==> src/rtl/cmdp_pkg.sv <==
package cmdp_pkg;

    localparam int CMD_W  = 32;
    localparam int DATA_W = 24;
    localparam int ADDR_W = 3;
    localparam int N_SLV  = 1 << ADDR_W;
    localparam int STAT_W = 3;

    localparam int ST_BUSY = 0;
    localparam int ST_LOCK = 1;
    localparam int ST_ERR  = 2;

    localparam int CTRL_RST_REL = 1;
    localparam int CTRL_RUN     = 3;
    localparam int CTRL_AUTO    = 8;
    localparam int CTRL_VMON    = 10;

    typedef struct packed {
        logic              prog;
        logic [2:0]        rsv;
        logic              wr;
        logic [ADDR_W-1:0] addr;
        logic [DATA_W-1:0] data;
    } cmd_word_t;

    typedef struct packed {
        logic              wr;
        logic [ADDR_W-1:0] addr;
        logic [DATA_W-1:0] data;
    } req_t;

    typedef enum logic [ADDR_W-1:0] {
        SLV_CTRL = 3'd0,
        SLV_CFG  = 3'd1,
        SLV_DATA = 3'd3,
        SLV_POLL = 3'd4,
        SLV_TMR  = 3'd5
    } slave_e;

    localparam logic [DATA_W-1:0] CTRL_MASK =
        DATA_W'((1 << CTRL_RST_REL) | (1 << CTRL_RUN) |
                (1 << CTRL_AUTO) | (1 << CTRL_VMON));
    localparam logic [DATA_W-1:0] CFG_MASK  = 24'h0000FF;
    localparam logic [DATA_W-1:0] DATA_MASK = 24'h00FFFF;
    localparam logic [DATA_W-1:0] POLL_MASK = 24'h3FFFFF;
    localparam logic [DATA_W-1:0] TMR_MASK  = 24'h00FFFF;

    function automatic logic [DATA_W-1:0] slave_mask(input logic [ADDR_W-1:0] a);
        case (a)
            SLV_CTRL: return CTRL_MASK;
            SLV_CFG:  return CFG_MASK;
            SLV_DATA: return DATA_MASK;
            SLV_POLL: return POLL_MASK;
            SLV_TMR:  return TMR_MASK;
            default:  return '0;
        endcase
    endfunction

endpackage

==> src/rtl/cmdp_sequencer.sv <==
module cmdp_sequencer
    import cmdp_pkg::*;
#(
    parameter int LAT_W = 8
) (
    input  logic             clk,
    input  logic             rst,
    input  logic             cmd_we,
    input  logic [CMD_W-1:0] cmd_word,
    input  logic             stat_re,
    input  logic [LAT_W-1:0] lat_cycles,
    output logic             busy,
    output logic             err,
    output logic             done,
    output req_t             req
);

    cmd_word_t        cw;
    logic             accept;
    logic             drop;
    logic             busy_q;
    logic             err_q;
    logic [LAT_W-1:0] cnt_q;
    req_t             req_q;
    logic             unused_rsv;

    assign cw         = cmd_word_t'(cmd_word);
    assign unused_rsv = ^cw.rsv;
    assign accept     = cmd_we && cw.prog && !busy_q;
    assign drop       = cmd_we && cw.prog && busy_q;
    assign done       = busy_q && (cnt_q == '0);

    always_ff @(posedge clk) begin
        if (rst) begin
            busy_q <= 1'b0;
            cnt_q  <= '0;
            req_q  <= '0;
        end else if (accept) begin
            busy_q     <= 1'b1;
            cnt_q      <= (lat_cycles == '0) ? '0 : lat_cycles - 1'b1;
            req_q.wr   <= cw.wr;
            req_q.addr <= cw.addr;
            req_q.data <= cw.data;
        end else if (busy_q) begin
            if (cnt_q == '0) begin
                busy_q <= 1'b0;
            end else begin
                cnt_q <= cnt_q - 1'b1;
            end
        end
    end

    always_ff @(posedge clk) begin
        if (rst) begin
            err_q <= 1'b0;
        end else if (drop) begin
            err_q <= 1'b1;
        end else if (stat_re) begin
            err_q <= 1'b0;
        end
    end

    assign busy = busy_q;
    assign err  = err_q;
    assign req  = req_q;


    accept_raises_busy_chk: assert property (@(posedge clk) disable iff (rst)
        (cmd_we && cmd_word[CMD_W-1] && !busy) |=> busy);


    noprog_ignored_chk: assert property (@(posedge clk) disable iff (rst)
        (cmd_we && !cmd_word[CMD_W-1] && !busy) |=> !busy);


    drop_sets_err_chk: assert property (@(posedge clk) disable iff (rst)
        (cmd_we && cmd_word[CMD_W-1] && busy) |=> err);


    err_sticky_chk: assert property (@(posedge clk) disable iff (rst)
        (err && !stat_re) |=> err);

endmodule

==> src/rtl/cmdp_slave_regs.sv <==
module cmdp_slave_regs
    import cmdp_pkg::*;
(
    input  logic              clk,
    input  logic              rst,
    input  logic              wr_en,
    input  logic [ADDR_W-1:0] addr,
    input  logic [DATA_W-1:0] wdata,
    output logic [DATA_W-1:0] rvalue,
    output logic              rst_rel
);

    logic [DATA_W-1:0] slv_q [N_SLV];

    for (genvar g = 0; g < N_SLV; g++) begin : g_slv
        if (slave_mask(ADDR_W'(g)) != '0) begin : g_reg
            logic [DATA_W-1:0] q;
            always_ff @(posedge clk) begin
                if (rst) begin
                    q <= '0;
                end else if (wr_en && (addr == ADDR_W'(g))) begin
                    q <= wdata & slave_mask(ADDR_W'(g));
                end
            end
            assign slv_q[g] = q;
        end else begin : g_hole
            assign slv_q[g] = '0;
        end
    end

    assign rvalue  = slv_q[addr];
    assign rst_rel = slv_q[SLV_CTRL][CTRL_RST_REL];

endmodule

==> src/rtl/sensor_cmd_port.sv <==
module sensor_cmd_port
    import cmdp_pkg::*;
#(
    parameter int LAT_W = 8
) (
    input  logic              clk,
    input  logic              rst,
    input  logic              cmd_we,
    input  logic [CMD_W-1:0]  cmd_word,
    input  logic              stat_re,
    input  logic [LAT_W-1:0]  lat_cycles,
    output logic [STAT_W-1:0] status,
    output logic [DATA_W-1:0] rd_data
);

    logic              busy;
    logic              err;
    logic              done;
    req_t              req;
    logic [DATA_W-1:0] rvalue;
    logic              lock;
    logic [DATA_W-1:0] rd_q;

    cmdp_sequencer #(.LAT_W(LAT_W)) u_seq (
        .clk        (clk),
        .rst        (rst),
        .cmd_we     (cmd_we),
        .cmd_word   (cmd_word),
        .stat_re    (stat_re),
        .lat_cycles (lat_cycles),
        .busy       (busy),
        .err        (err),
        .done       (done),
        .req        (req)
    );

    cmdp_slave_regs u_regs (
        .clk     (clk),
        .rst     (rst),
        .wr_en   (done && req.wr),
        .addr    (req.addr),
        .wdata   (req.data),
        .rvalue  (rvalue),
        .rst_rel (lock)
    );

    always_ff @(posedge clk) begin
        if (rst) begin
            rd_q <= '0;
        end else if (done && !req.wr) begin
            rd_q <= rvalue;
        end
    end

    always_comb begin
        status          = '0;
        status[ST_BUSY] = busy;
        status[ST_LOCK] = lock;
        status[ST_ERR]  = err;
    end

    assign rd_data = rd_q;


    rd_data_hold_chk: assert property (@(posedge clk) disable iff (rst)
        !busy |=> $stable(rd_data));


    lock_hold_chk: assert property (@(posedge clk) disable iff (rst)
        !busy |=> $stable(status[ST_LOCK]));

endmodule

==> config.mk <==
export PLATFORM = sky130hd
export DESIGN_NAME = sensor_cmd_port
export DESIGN_NICKNAME = d
export VERILOG_FILES = /design/src/rtl/cmdp_pkg.sv /design/src/rtl/cmdp_sequencer.sv /design/src/rtl/cmdp_slave_regs.sv /design/src/rtl/sensor_cmd_port.sv
export SDC_FILE = /design/constraint.sdc
export NUM_CORES = 1
export LEC_CHECK = 0
export BUFFER_PORTS_ARGS = -buffer_cell sky130_fd_sc_hd__buf_2
export CAP_MARGIN = 5
export CORE_ASPECT_RATIO = 0.7
export CORE_UTILIZATION = 61
export DETAILED_ROUTE_END_ITERATION = 7
export GPL_ROUTABILITY_DRIVEN = 0
export PLACE_DENSITY = 0.84
export SETUP_SLACK_MARGIN = 0.05
export SLEW_MARGIN = 20
export SYNTH_ARGS = -nofsm -noshare
export SYNTH_HDL_FRONTEND = slang
export SYNTH_SLANG_ARGS = --single-unit
export TNS_END_PERCENT = 30
==> constraint.sdc <==
create_clock -name clk -period 3.93 [get_ports clk]
set_clock_uncertainty 0.1 [all_clocks]
set_input_delay 0.393 -clock clk [delete_from_list [all_inputs] [get_ports clk]]
set_output_delay 0.393 -clock clk [all_outputs]
set_load 0.03 [all_outputs]
==> results of run 1 <==
==> cell usage after synthesis (10+ instances only) <==
| cell type | instances |
|---|---|
| nand2_1 | 62 |
| clkbuf_1 | 28 |
| a22o_1 | 10 |
| mux2i_1 | 71 |
| a21oi_1 | 43 |
| nor2_1 | 91 |
| dfxtp_1 | 124 |
| inv_1 | 10 |
| a221oi_1 | 14 |
| nor3_1 | 15 |
==> layer usage <==
| layer | vias up | global-route usage [%] |
|---|---|---|
| met2 | 217 | 48.47 |
| met5 | - | 0 |
| met1 | 2160 | 38.62 |
| li1 | 2109 | - |
| met3 | 33 | 7.441 |
| met4 | 0 | 14.21 |
==> metrics by stage <==
| stage | area [sq um] | cells |
|---|---|---|
| 4_1_cts | 6105 | 733 |
| 3_3_place_gp | 5530 | 702 |
| 2_1_floorplan | 5266 | 580 |
| 5_1_grt | 6105 | 733 |
| 3_5_place_dp | 5530 | 702 |
| 6_report | 6105 | 733 |
==> sequential cells by signal (all words and copies together), names as in the netlist <==
signal and cells:
u_seq.req 26, rd_data 22, u_regs.g_slv.g_reg.q 66, u_seq.busy 1, u_seq.err 1, u_seq.cnt_q 8
==> power by group through the flow <==
stage / combinational [W] / clock (W) / sequential [W]
after floorplan: 0.000191 / 0 / 0.00138
after detailed placement: 0.000290 / 0 / 0.00137
after CTS: 0.000293 / 0.00153 / 0.00135
after global routing: 0.000324 / 0.00159 / 0.00135
after global placement: 0.000278 / 0 / 0.00137
final: 0.000298 / 0.00153 / 0.00135
==> layout make-up <==
cell class | count | area (sq um) | share of cell area, %
clock inverters | 9 | 120.1 | 1.968
well taps | 101 | 126.4 | 2.070
inverters | 10 | 37.54 | 0.6149
multi-input cells | 398 | 2521 | 41.30
clock buffers | 22 | 454.2 | 7.440
repair buffers | 69 | 362.8 | 5.944
flip-flops and latches | 124 | 2482 | 40.66
==> cell families after synthesis <==
| logic type | share of synthesized area (%) |
|---|---|
| AND/OR/NAND/NOR | 18.43 |
| flip-flops | 47.17 |
| AO/OA/AOI/OAI | 13.17 |
| multiplexers | 15.22 |
| buffers and inverters | 4.993 |
| adder cells (fa/ha/maj) | 0.9511 |
| other | 0.07126 |
==> final timing paths <==
kind,to,cells past startpoint
setup / recovery,u_regs.g_slv[5].g_reg.q[15],4
hold / removal,u_seq.req[12],3
setup reg to reg,u_regs.g_slv[5].g_reg.q[15],4
hold reg to reg,rd_data[18],2
==> worst max-delay path: cells and delay by family, from the launching register on <==
| kind | cells | cell delay [ns] |
|---|---|---|
| simple gates | 3 | 1.02 |
| flops | 1 | 0.92 |
| mux | 1 | 0.41 |
==> qor.txt, run 1 <==
POWER AND IR DROP
---------------------------------------------------------------------------------
Leakage power of the design                                              2.884 nW
PnR Total Power                                                        0.003174 W
Max VDD drop                                                          0.0003488 V
Part of the power in combinational logic                                     9.4%
Clock Power Share                                                           48.1%
Switching power of the nets                                           0.0007721 W
Power per cell area                                                  520.0 nW/um^2
Sw frac                                                                    24.32%
Seq pwr share                                                               42.5%
Design internal power                                                  0.002402 W

STA
---------------------------------------------------------------------------------
Post-route worst setup slack                                             1.307 ns
Unrepaired setup endpoints after global routing                                no
Fin Setup TNS                                                                0 ns
Fmax                                                                    381.2 MHz
Actual transition at the worst max-transition pin                        1.078 ns
Worst relative slew slack                                                  28.13%
Hold Slack                                                              0.1129 ns
Number of hold violations in the final report                                   0
Minimum period implied by the final worst setup slack                    2.623 ns
Setup violation total in the final timing report                                0
Period Utilization, post-route                                             66.75%
Final max-slew violation count                                                  0

ROUTE
---------------------------------------------------------------------------------
Number of nets still failing antenna checks after routing                       0
Final wirelength                                                     12670 microns
Detailed-routing iteration count for the pre-antenna-repair pass                5
Top Metal Used                                                               met4
Vias after detailed routing                                                  4519
Via/cell ratio                                                              6.165
Metal3 WL                                                             881 microns
Detailed router's first-iteration violation count                             390
Detailed-routing wirelength on met1                                  5628 microns
Post-route DRC violation count                                                  0
Detail Route met2 WL                                                 5858 microns
Wire per inst                                                        17.28 microns

CLOCK TREE
---------------------------------------------------------------------------------
Cts repair resizes                                                              0
H-tree levels                                                                   4
Register clock-pin slew on the reported worst setup and hold paths        0.05 ns
Root Buffer Master                                                      clkbuf_16
Maximum buffer depth of the clock tree                                          2
Setup Buffers After CTS                                                         0
Clk Latency, worst-skew pair                                              0.42 ns
Num Clock Sinks                                                               124
Inserted Clock Buffers                                                         17
Cts-stage hold buffer count                                                     0
CTS tree                                                                      yes

SYNTHESIS
---------------------------------------------------------------------------------
Synth area leaders                                                   dfxtp_1, mux2i_1, nor2_1, nand2_1, a21oi_1
Cell area after technology mapping                                     5263 sq um
Area share of the largest cell type after synthesis                        47.17%
Mean instance size in the synthesized netlist                         9.089 sq um
Yosys warns                                                                     0
Post-synthesis cell type count                                                 49
Primary flip-flop cell chosen by synthesis mapping                        dfxtp_1
FFs w/ async S/R, synth                                                        0%
Number of instances in the synthesized netlist                                579
FF+latch count, synth                                                         124
Cell taking the most area after synthesis                                 dfxtp_1
Number of enable-type register cells in the synthesized netlist                 0
Post-synthesis sequential area ratio                                       47.17%

LAYOUT
---------------------------------------------------------------------------------
Most common cell after layout, fill and taps aside                        dfxtp_1
Filler cells                                                                  562
Nets@finish                                                                   668
Commonest cells after routing, fill and taps aside                   dfxtp_1, nor2_1, mux2i_1, nand2_1, buf_2
Proportion of layout cells with a drive suffix above 1                     17.41%
Relative area change from synthesis to final layout                        16.00%
Utilization of the core after routing                                      75.29%
Count of inserted antenna diode cells                                           0

FLOORPLANNING
---------------------------------------------------------------------------------
Initial cell density of the core                                           64.91%
Core area                                                              8108 sq um
Die span in y                                                        79.71 microns
Ports                                                                          71
Die area                                                               9008 sq um
Die Wd                                                               113.0 microns
Row count                                                                      27

PLACE
---------------------------------------------------------------------------------
Half-perimeter wire length after placement                           7852 microns
Post-place setup slack                                                   1.391 ns
Number of port buffers                                                         63

WORST SETUP PATH
---------------------------------------------------------------------------------
Crit. End Element                                                        register
Beginning of the worst register-to-register path                     u_seq.req[26]
Largest fanout on the critical path                                            21
Startpoint of the worst setup timing path                            u_seq.req[26]
CP max stage cell                                                         dfxtp_1
Crit Path Category                                                     reg -> reg
R2r setup slk                                                             1.31 ns
Data required, critical path                                              4.10 ns
Cells traversed along the worst timing path                          and3b_1 > nand4_2 > mux2i_1 > nor2_1
Slowest cell delay on critical path                                       0.92 ns
Data arrival at the endpoint of the critical path                         2.79 ns
Setup crit start kind                                                    register

GLOBAL ROUTING
---------------------------------------------------------------------------------
Antenna violations before repair                                                0
Wire length of the first global-routing pass                         20920 microns
Vias in the first global route                                               4342
Overflow after GRT                                                              0
Tot GR Track Use                                                           30.22%
Largest net degree at the start of global routing                              93

MIN PATH
---------------------------------------------------------------------------------
Min-Delay Path Class                                                    in -> reg
Source of the worst hold timing path                                 cmd_word[12]

OUTCOME
---------------------------------------------------------------------------------
Result of the run                                                    finished, final reports clean

FLOW RUN
---------------------------------------------------------------------------------
Reported max-cap violation count                                                0

(Power assumes the default switching activity.)
==> run 2, diff against run 1 <==
- CORE_UTILIZATION: 61 -> 52
- PLACE_DENSITY: 0.84 -> 0.76
- clock period: 3.93 -> 2.3 ns (I/O delays scaled with it)
==> qor.txt, run 2 (synthesized netlist as in run 1, its figures left out) <==
ROUTE
---------------------------------------------------------------------------------
Final wirelength                                                     12700 microns   +0.25%
Wire per inst                                                        15.85 microns   -8.3%
Vias after detailed routing                                                  4468   -1.1%
Detailed-routing iteration count for the pre-antenna-repair pass                7   +2
Number of nets still failing antenna checks after routing                       0   unchanged
Via/cell ratio                                                              5.578   -9.5%
Detailed router's first-iteration violation count                             329   -16%
Post-route DRC violation count                                                  0   unchanged

POWER AND IR DROP
---------------------------------------------------------------------------------
Clock Power Share                                                           47.6%   -0.5 points
Sw frac                                                                    25.08%   +0.76 points
Seq pwr share                                                               42.1%   -0.4 points
Switching power of the nets                                            0.001365 W   +77%
PnR Total Power                                                        0.005443 W   +71%
Max VDD drop                                                          0.0006022 V   +73%
Power per cell area                                                  834.3 nW/um^2   +60%
Design internal power                                                  0.004078 W   +70%
Part of the power in combinational logic                                    10.3%   +0.9 points
Leakage power of the design                                              3.056 nW   +6.0%

CLOCK TREE
---------------------------------------------------------------------------------
Setup Buffers After CTS                                                         0   unchanged
Register clock-pin slew on the reported worst setup and hold paths        0.06 ns   about the same
Num Clock Sinks                                                               124   unchanged
Maximum buffer depth of the clock tree                                          2   unchanged
Clk Latency, worst-skew pair                                              0.41 ns   about the same
Cts-stage hold buffer count                                                    27   +27
Cts repair resizes                                                              0   unchanged
Root Buffer Master                                                      clkbuf_16
H-tree levels                                                                   4   unchanged
CTS tree                                                                      yes
Inserted Clock Buffers                                                         17   unchanged

LAYOUT
---------------------------------------------------------------------------------
Most common cell after layout, fill and taps aside                        dfxtp_1
Relative area change from synthesis to final layout                        23.97%
Largest reg by FF count                                              u_regs.g_slv.g_reg.q
Max FFs per register                                                           66   unchanged
Proportion of layout cells with a drive suffix above 1                     18.72%   +1.3 points
Nets@finish                                                                   708   +6.0%
Number of cells in the finished layout apart from fillers                     801   +9.3%
Filler cells                                                                  817   +45%
Area of the multi-input gates                                          2521 sq um   unchanged
Utilization of the core after routing                                      66.85%   -8.4 points
Commonest cells after routing, fill and taps aside                   dfxtp_1, nor2_1, mux2i_1, nand2_1, buf_2
FF/Latch Area                                                          2482 sq um   unchanged
Count of inserted antenna diode cells                                           0   unchanged

GLOBAL ROUTING
---------------------------------------------------------------------------------
Global routing met2 resource utilization                                   40.76%   -7.7 points
Overflow after GRT                                                              0   unchanged
Met1 track demand over resource in global routing                          34.82%   -3.8 points
Wire length of the first global-routing pass                         20850 microns   -0.33%
Largest net degree at the start of global routing                              57   -39%
Busiest metal layer after global routing                                     met2
GR Util met3                                                               4.920%   -2.5 points
Antenna violations before repair                                                0   unchanged
Tot GR Track Use                                                           25.76%   -4.5 points
Vias in the first global route                                               4243   -2.3%

WORST SETUP PATH
---------------------------------------------------------------------------------
Cells traversed along the worst timing path                          inv_1 > ha_1 > and4bb_2 > a21o_1 > or3_1 > a41oi_1
Data required, critical path                                              2.54 ns   -1.56 ns
Slowest cell delay on critical path                                       0.42 ns   -0.50 ns
Crit. End Element                                                        register
CP max stage cell                                                           or3_1
Data arrival at the endpoint of the critical path                         2.37 ns   -0.42 ns
Setup crit start kind                                                    register
Crit Path Category                                                     reg -> reg
Largest fanout on the critical path                                            14   -33%

FLOORPLANNING
---------------------------------------------------------------------------------
Die area                                                              10530 sq um   +17%
Initial cell density of the core                                           53.92%   -11 points
Core area                                                              9759 sq um   +20%
Ports                                                                          71   unchanged
Die span in y                                                        86.17 microns   +8.1%
Row count                                                                      30   +11%
Die Wd                                                               122.2 microns   +8.2%

PLACE
---------------------------------------------------------------------------------
Number of port buffers                                                         63   unchanged
Half-perimeter wire length after placement                           8231 microns   +4.8%
Count of placed standard cells including taps                                 742   +5.7%

STA
---------------------------------------------------------------------------------
Number of hold violations in the final report                                   0   unchanged
Fin Setup TNS                                                                0 ns   unchanged
Period Utilization, post-route                                             92.75%   +26 points
Final max-slew violation count                                                  0   unchanged
Actual transition at the worst max-transition pin                       0.5897 ns   -0.4883 ns
Setup violation total in the final timing report                                0   unchanged
Minimum period implied by the final worst setup slack                    2.133 ns   -0.4901 ns
Worst relative slew slack                                                  60.57%   +32 points
Fmax                                                                    468.8 MHz   +23%
Unrepaired setup endpoints after global routing                                no

MIN PATH
---------------------------------------------------------------------------------
Min-Delay Path Class                                                    in -> reg

FLOW RUN
---------------------------------------------------------------------------------
Reported max-cap violation count                                                0   unchanged

OUTCOME
---------------------------------------------------------------------------------
Result of the run                                                    finished, final reports clean

-- run 2: metrics by stage --
step	setup slack [ns]	hold slack [ns]	cell area (sq um)
after floorplan	0.3568	0.2660	5266
after global placement	0.2575	0.3356	5674
after detailed placement	0.2022	0.3449	5674
after CTS	0.1896	0.003759	6524
after global routing	0.07921	0.006864	6524
final	0.1668	0.02243	6524
-- run 2: path summary, 6_finish.rpt --
| check | slack, ns | start | cells after the start | end |
|---|---|---|---|---|
| hold reg to reg | 0.35 | u_seq.req[17] | 2 | u_seq.req[17] |
| setup reg to reg | 0.17 | u_seq.cnt_q[0] | 6 | u_seq.cnt_q[6] |
| hold / removal | 0.02 | cmd_word[21] | 3 | u_seq.req[21] |
| setup / recovery | 0.17 | u_seq.cnt_q[0] | 6 | u_seq.cnt_q[6] |
-- run 2: layout make-up --
type                    count  area share (%)
multi-input cells         398           38.65
flip-flops and latches    124           38.05
repair buffers            109           11.39
clock buffers              21           7.058
well taps                 128           2.455
clock inverters            11           1.822
inverters                  10          0.5754
-- run 2: critical path, delay by kind of cell, from the launching register on --
kind            cells  cell delay, ns
compound gates      2            0.49
flops               1            0.36
simple gates        2            0.75
fa+ha+maj           1            0.26
buf+inv             1            0.10
-- run 2: per-layer routing --
layer  share of wire, %  up-vias  routed length [microns]
li1                   -     2191                        -
met1                 48     2147                     6101
met3                4.8       13                      608
met4               0.83        0                      105
met2                 46      117                     5883
met5                  0        -                        0
-- run 2: power by group through the flow --
stage	clock network [W]	logic (W)	registers (W)
after floorplan	0	0.000326	0.00236
after global placement	0	0.000502	0.00233
after detailed placement	0	0.000518	0.00233
after CTS	0.00262	0.000554	0.00229
after global routing	0.00273	0.000615	0.00230
final	0.00259	0.000560	0.00229
==> run 3, diff against run 2 <==
- CORE_UTILIZATION: 52 -> 40
- CTS_CLUSTER_SIZE: default -> 16
- PLACE_DENSITY: 0.76 -> default
- TNS_END_PERCENT: 30 -> 1
==> qor.txt, run 3 (synthesized netlist as in run 1, its figures left out) <==
OUTCOME
---------------------------------------------------------------------------------
Result of the run                                                    complete, but fails checks
Violated checks                                                               DRC

ROUTE
---------------------------------------------------------------------------------
Detailed-routing iteration count for the pre-antenna-repair pass                8   +1
Wire per inst                                                        15.31 microns   -3.4%
Final wirelength                                                     12820 microns   +0.92%
Post-route DRC violation count                                                  6   +6
Number of nets still failing antenna checks after routing                       0   unchanged
Detailed router's first-iteration violation count                             298   -9.4%
Vias after detailed routing                                                  4376   -2.1%
Via/cell ratio                                                              5.228   -6.3%

PLACE
---------------------------------------------------------------------------------
Count of placed standard cells including taps                                 777   +4.7%
Number of port buffers                                                         63   unchanged
Half-perimeter wire length after placement                           8685 microns   +5.5%

GLOBAL ROUTING
---------------------------------------------------------------------------------
Tot GR Track Use                                                           19.83%   -5.9 points
Wire length of the first global-routing pass                         21310 microns   +2.2%
Vias in the first global route                                               4239   -0.094%
Overflow after GRT                                                              0   unchanged
Antenna violations before repair                                                0   unchanged
Largest net degree at the start of global routing                              53   -7.0%

POWER AND IR DROP
---------------------------------------------------------------------------------
Leakage power of the design                                              3.093 nW   +1.2%
Design internal power                                                  0.004281 W   +5.0%
Power per cell area                                                  852.9 nW/um^2   +2.2%
Switching power of the nets                                            0.001403 W   +2.8%
PnR Total Power                                                        0.005684 W   +4.4%
Sw frac                                                                    24.68%   -0.40 points
Seq pwr share                                                               40.4%   -1.7 points
Part of the power in combinational logic                                     9.9%   -0.4 points
Clock Power Share                                                           49.7%   +2.1 points
Max VDD drop                                                          0.0005364 V   -11%

LAYOUT
---------------------------------------------------------------------------------
Utilization of the core after routing                                      52.74%   -14 points
Most common cell after layout, fill and taps aside                        dfxtp_1
Count of inserted antenna diode cells                                           0   unchanged
Commonest cells after routing, fill and taps aside                   dfxtp_1, nor2_1, mux2i_1, nand2_1, buf_2
Proportion of layout cells with a drive suffix above 1                     19.26%   +0.54 points
Largest reg by FF count                                              u_regs.g_slv.g_reg.q
Number of cells in the finished layout apart from fillers                     837   +4.5%
Nets@finish                                                                   710   +0.28%
Relative area change from synthesis to final layout                        26.63%
Filler cells                                                                 1175   +44%
Max FFs per register                                                           66   unchanged

WORST SETUP PATH
---------------------------------------------------------------------------------
Critical path endpoint                                               u_seq.cnt_q[6]
Slowest cell delay on critical path                                       0.40 ns   -0.02 ns
Setup crit start kind                                                    register
Data arrival at the endpoint of the critical path                         2.33 ns   -0.04 ns
Crit. End Element                                                        register
Largest fanout on the critical path                                            14   unchanged
Cells on worst reg2reg path                                                     6   unchanged
Crit path max-delay family                                           simple AND/OR/NAND/NOR gates
Cells traversed along the worst timing path                          inv_1 > ha_1 > and4bb_2 > a21o_2 > or3_1 > a41oi_1
Levels on crit path                                                             6   unchanged
Crit Path Category                                                     reg -> reg
Data required, critical path                                              2.53 ns   about the same
R2r setup slk                                                             0.20 ns   +0.03 ns
CP max stage cell                                                           or3_1
Beginning of the worst register-to-register path                     u_seq.cnt_q[0]
Startpoint of the worst setup timing path                            u_seq.cnt_q[0]
Reg2reg end                                                          u_seq.cnt_q[6]
Buf/Inv on CP                                                                   1   unchanged

FLOORPLANNING
---------------------------------------------------------------------------------
Core area                                                             12630 sq um   +29%
Die span in y                                                        97.97 microns   +14%
Die area                                                              13630 sq um   +29%
Die Wd                                                               139.1 microns   +14%
Row count                                                                      34   +13%
Initial cell density of the core                                           41.65%   -12 points
Ports                                                                          71   unchanged

FLOW RUN
---------------------------------------------------------------------------------
Reported max-cap violation count                                                0   unchanged

CLOCK TREE
---------------------------------------------------------------------------------
Register clock-pin slew on the reported worst setup and hold paths        0.06 ns   about the same
Setup Buffers After CTS                                                         0   unchanged
CTS tree                                                                      yes
Num Clock Sinks                                                               124   unchanged
Root Buffer Master                                                      clkbuf_16
Maximum buffer depth of the clock tree                                          2   unchanged
Inserted Clock Buffers                                                         17   unchanged
H-tree levels                                                                   4   unchanged
Clk Latency, worst-skew pair                                              0.41 ns   about the same

STA
---------------------------------------------------------------------------------
Unrepaired setup endpoints after global routing                                no
Worst relative slew slack                                                  53.55%   -7.0 points
Final max-slew violation count                                                  0   unchanged
Fmax                                                                    476.2 MHz   +1.6%
Hold Slack                                                              0.1679 ns   +0.1454 ns
Minimum period implied by the final worst setup slack                    2.100 ns   -0.03307 ns
Number of hold violations in the final report                                   0   unchanged
Setup violation total in the final timing report                                0   unchanged
Period Utilization, post-route                                             91.31%   -1.4 points
Fin Setup TNS                                                                0 ns   unchanged
Actual transition at the worst max-transition pin                       0.6953 ns   +0.1056 ns

MIN PATH
---------------------------------------------------------------------------------
Min-Delay Path Class                                                    in -> reg
Source of the worst hold timing path                                 lat_cycles[3]

-- run 3: how the worst min path moves through the flow --
stage | slack, ns | depth (start not counted) | end
5_1_grt | 0.21 | 4 | u_seq.cnt_q[7]
2_1_floorplan | 0.27 | 2 | u_seq.req[16]
3_3_place_gp | 0.33 | 2 | rd_data[16]
4_1_cts | 0.16 | 4 | u_seq.cnt_q[3]
3_5_place_dp | 0.35 | 2 | rd_data[19]
6_report | 0.17 | 4 | u_seq.cnt_q[3]
-- run 3: tightest hold or removal path: cells and delay by family --
family / cells / cell delay (ns)
buffers and inverters: 1 / 0.13
AOI/OAI and AO/OA: 3 / 0.27
-- run 3: repair_timing --
item,4_1_cts,5_1_grt
hold buffers,28,0
gates resized for setup,0,1
hold endpoints to repair,27,0
setup endpoints to repair,0,1
-- run 3: area by class of cell --
type | instances | area, sq um | area share (%)
clock buffer | 18 | 439.2 | 6.590
inverter | 10 | 37.54 | 0.5633
clock inverter | 14 | 193.9 | 2.910
sequential | 124 | 2482 | 37.25
timing repair buffer | 111 | 785.8 | 11.79
multi-input combinational | 398 | 2522 | 37.85
tap | 162 | 202.7 | 3.042
-- run 3: per-stage QoR --
step,setup slack [ns],cell area (sq um)
2_1_floorplan,0.3568,5266
3_5_place_dp,0.2029,5749
4_1_cts,0.1745,6663
6_report,0.1999,6664
5_1_grt,0.09841,6664
3_3_place_gp,0.2393,5749
-- run 3: power groups by stage --
stage	sequential, W	clock, W	combinational [W]
global route	0.00230	0.00297	0.000622
global placement	0.00233	0	0.000512
detailed placement	0.00234	0	0.000524
CTS	0.00229	0.00288	0.000562
finish	0.00229	0.00283	0.000562
floorplan	0.00236	0	0.000326
-- run 3: layer usage --
metal / part of all wire [%] / track usage (%) / vias to the layer above / wire (microns)
li1: - / - / 2197 / -
met1: 52 / 27.28 / 2066 / 6608
met2: 44 / 30.38 / 100 / 5588
met3: 3.9 / 4.414 / 13 / 499
met4: 0.93 / 7.521 / 0 / 119
met5: 0 / 0 / - / 0
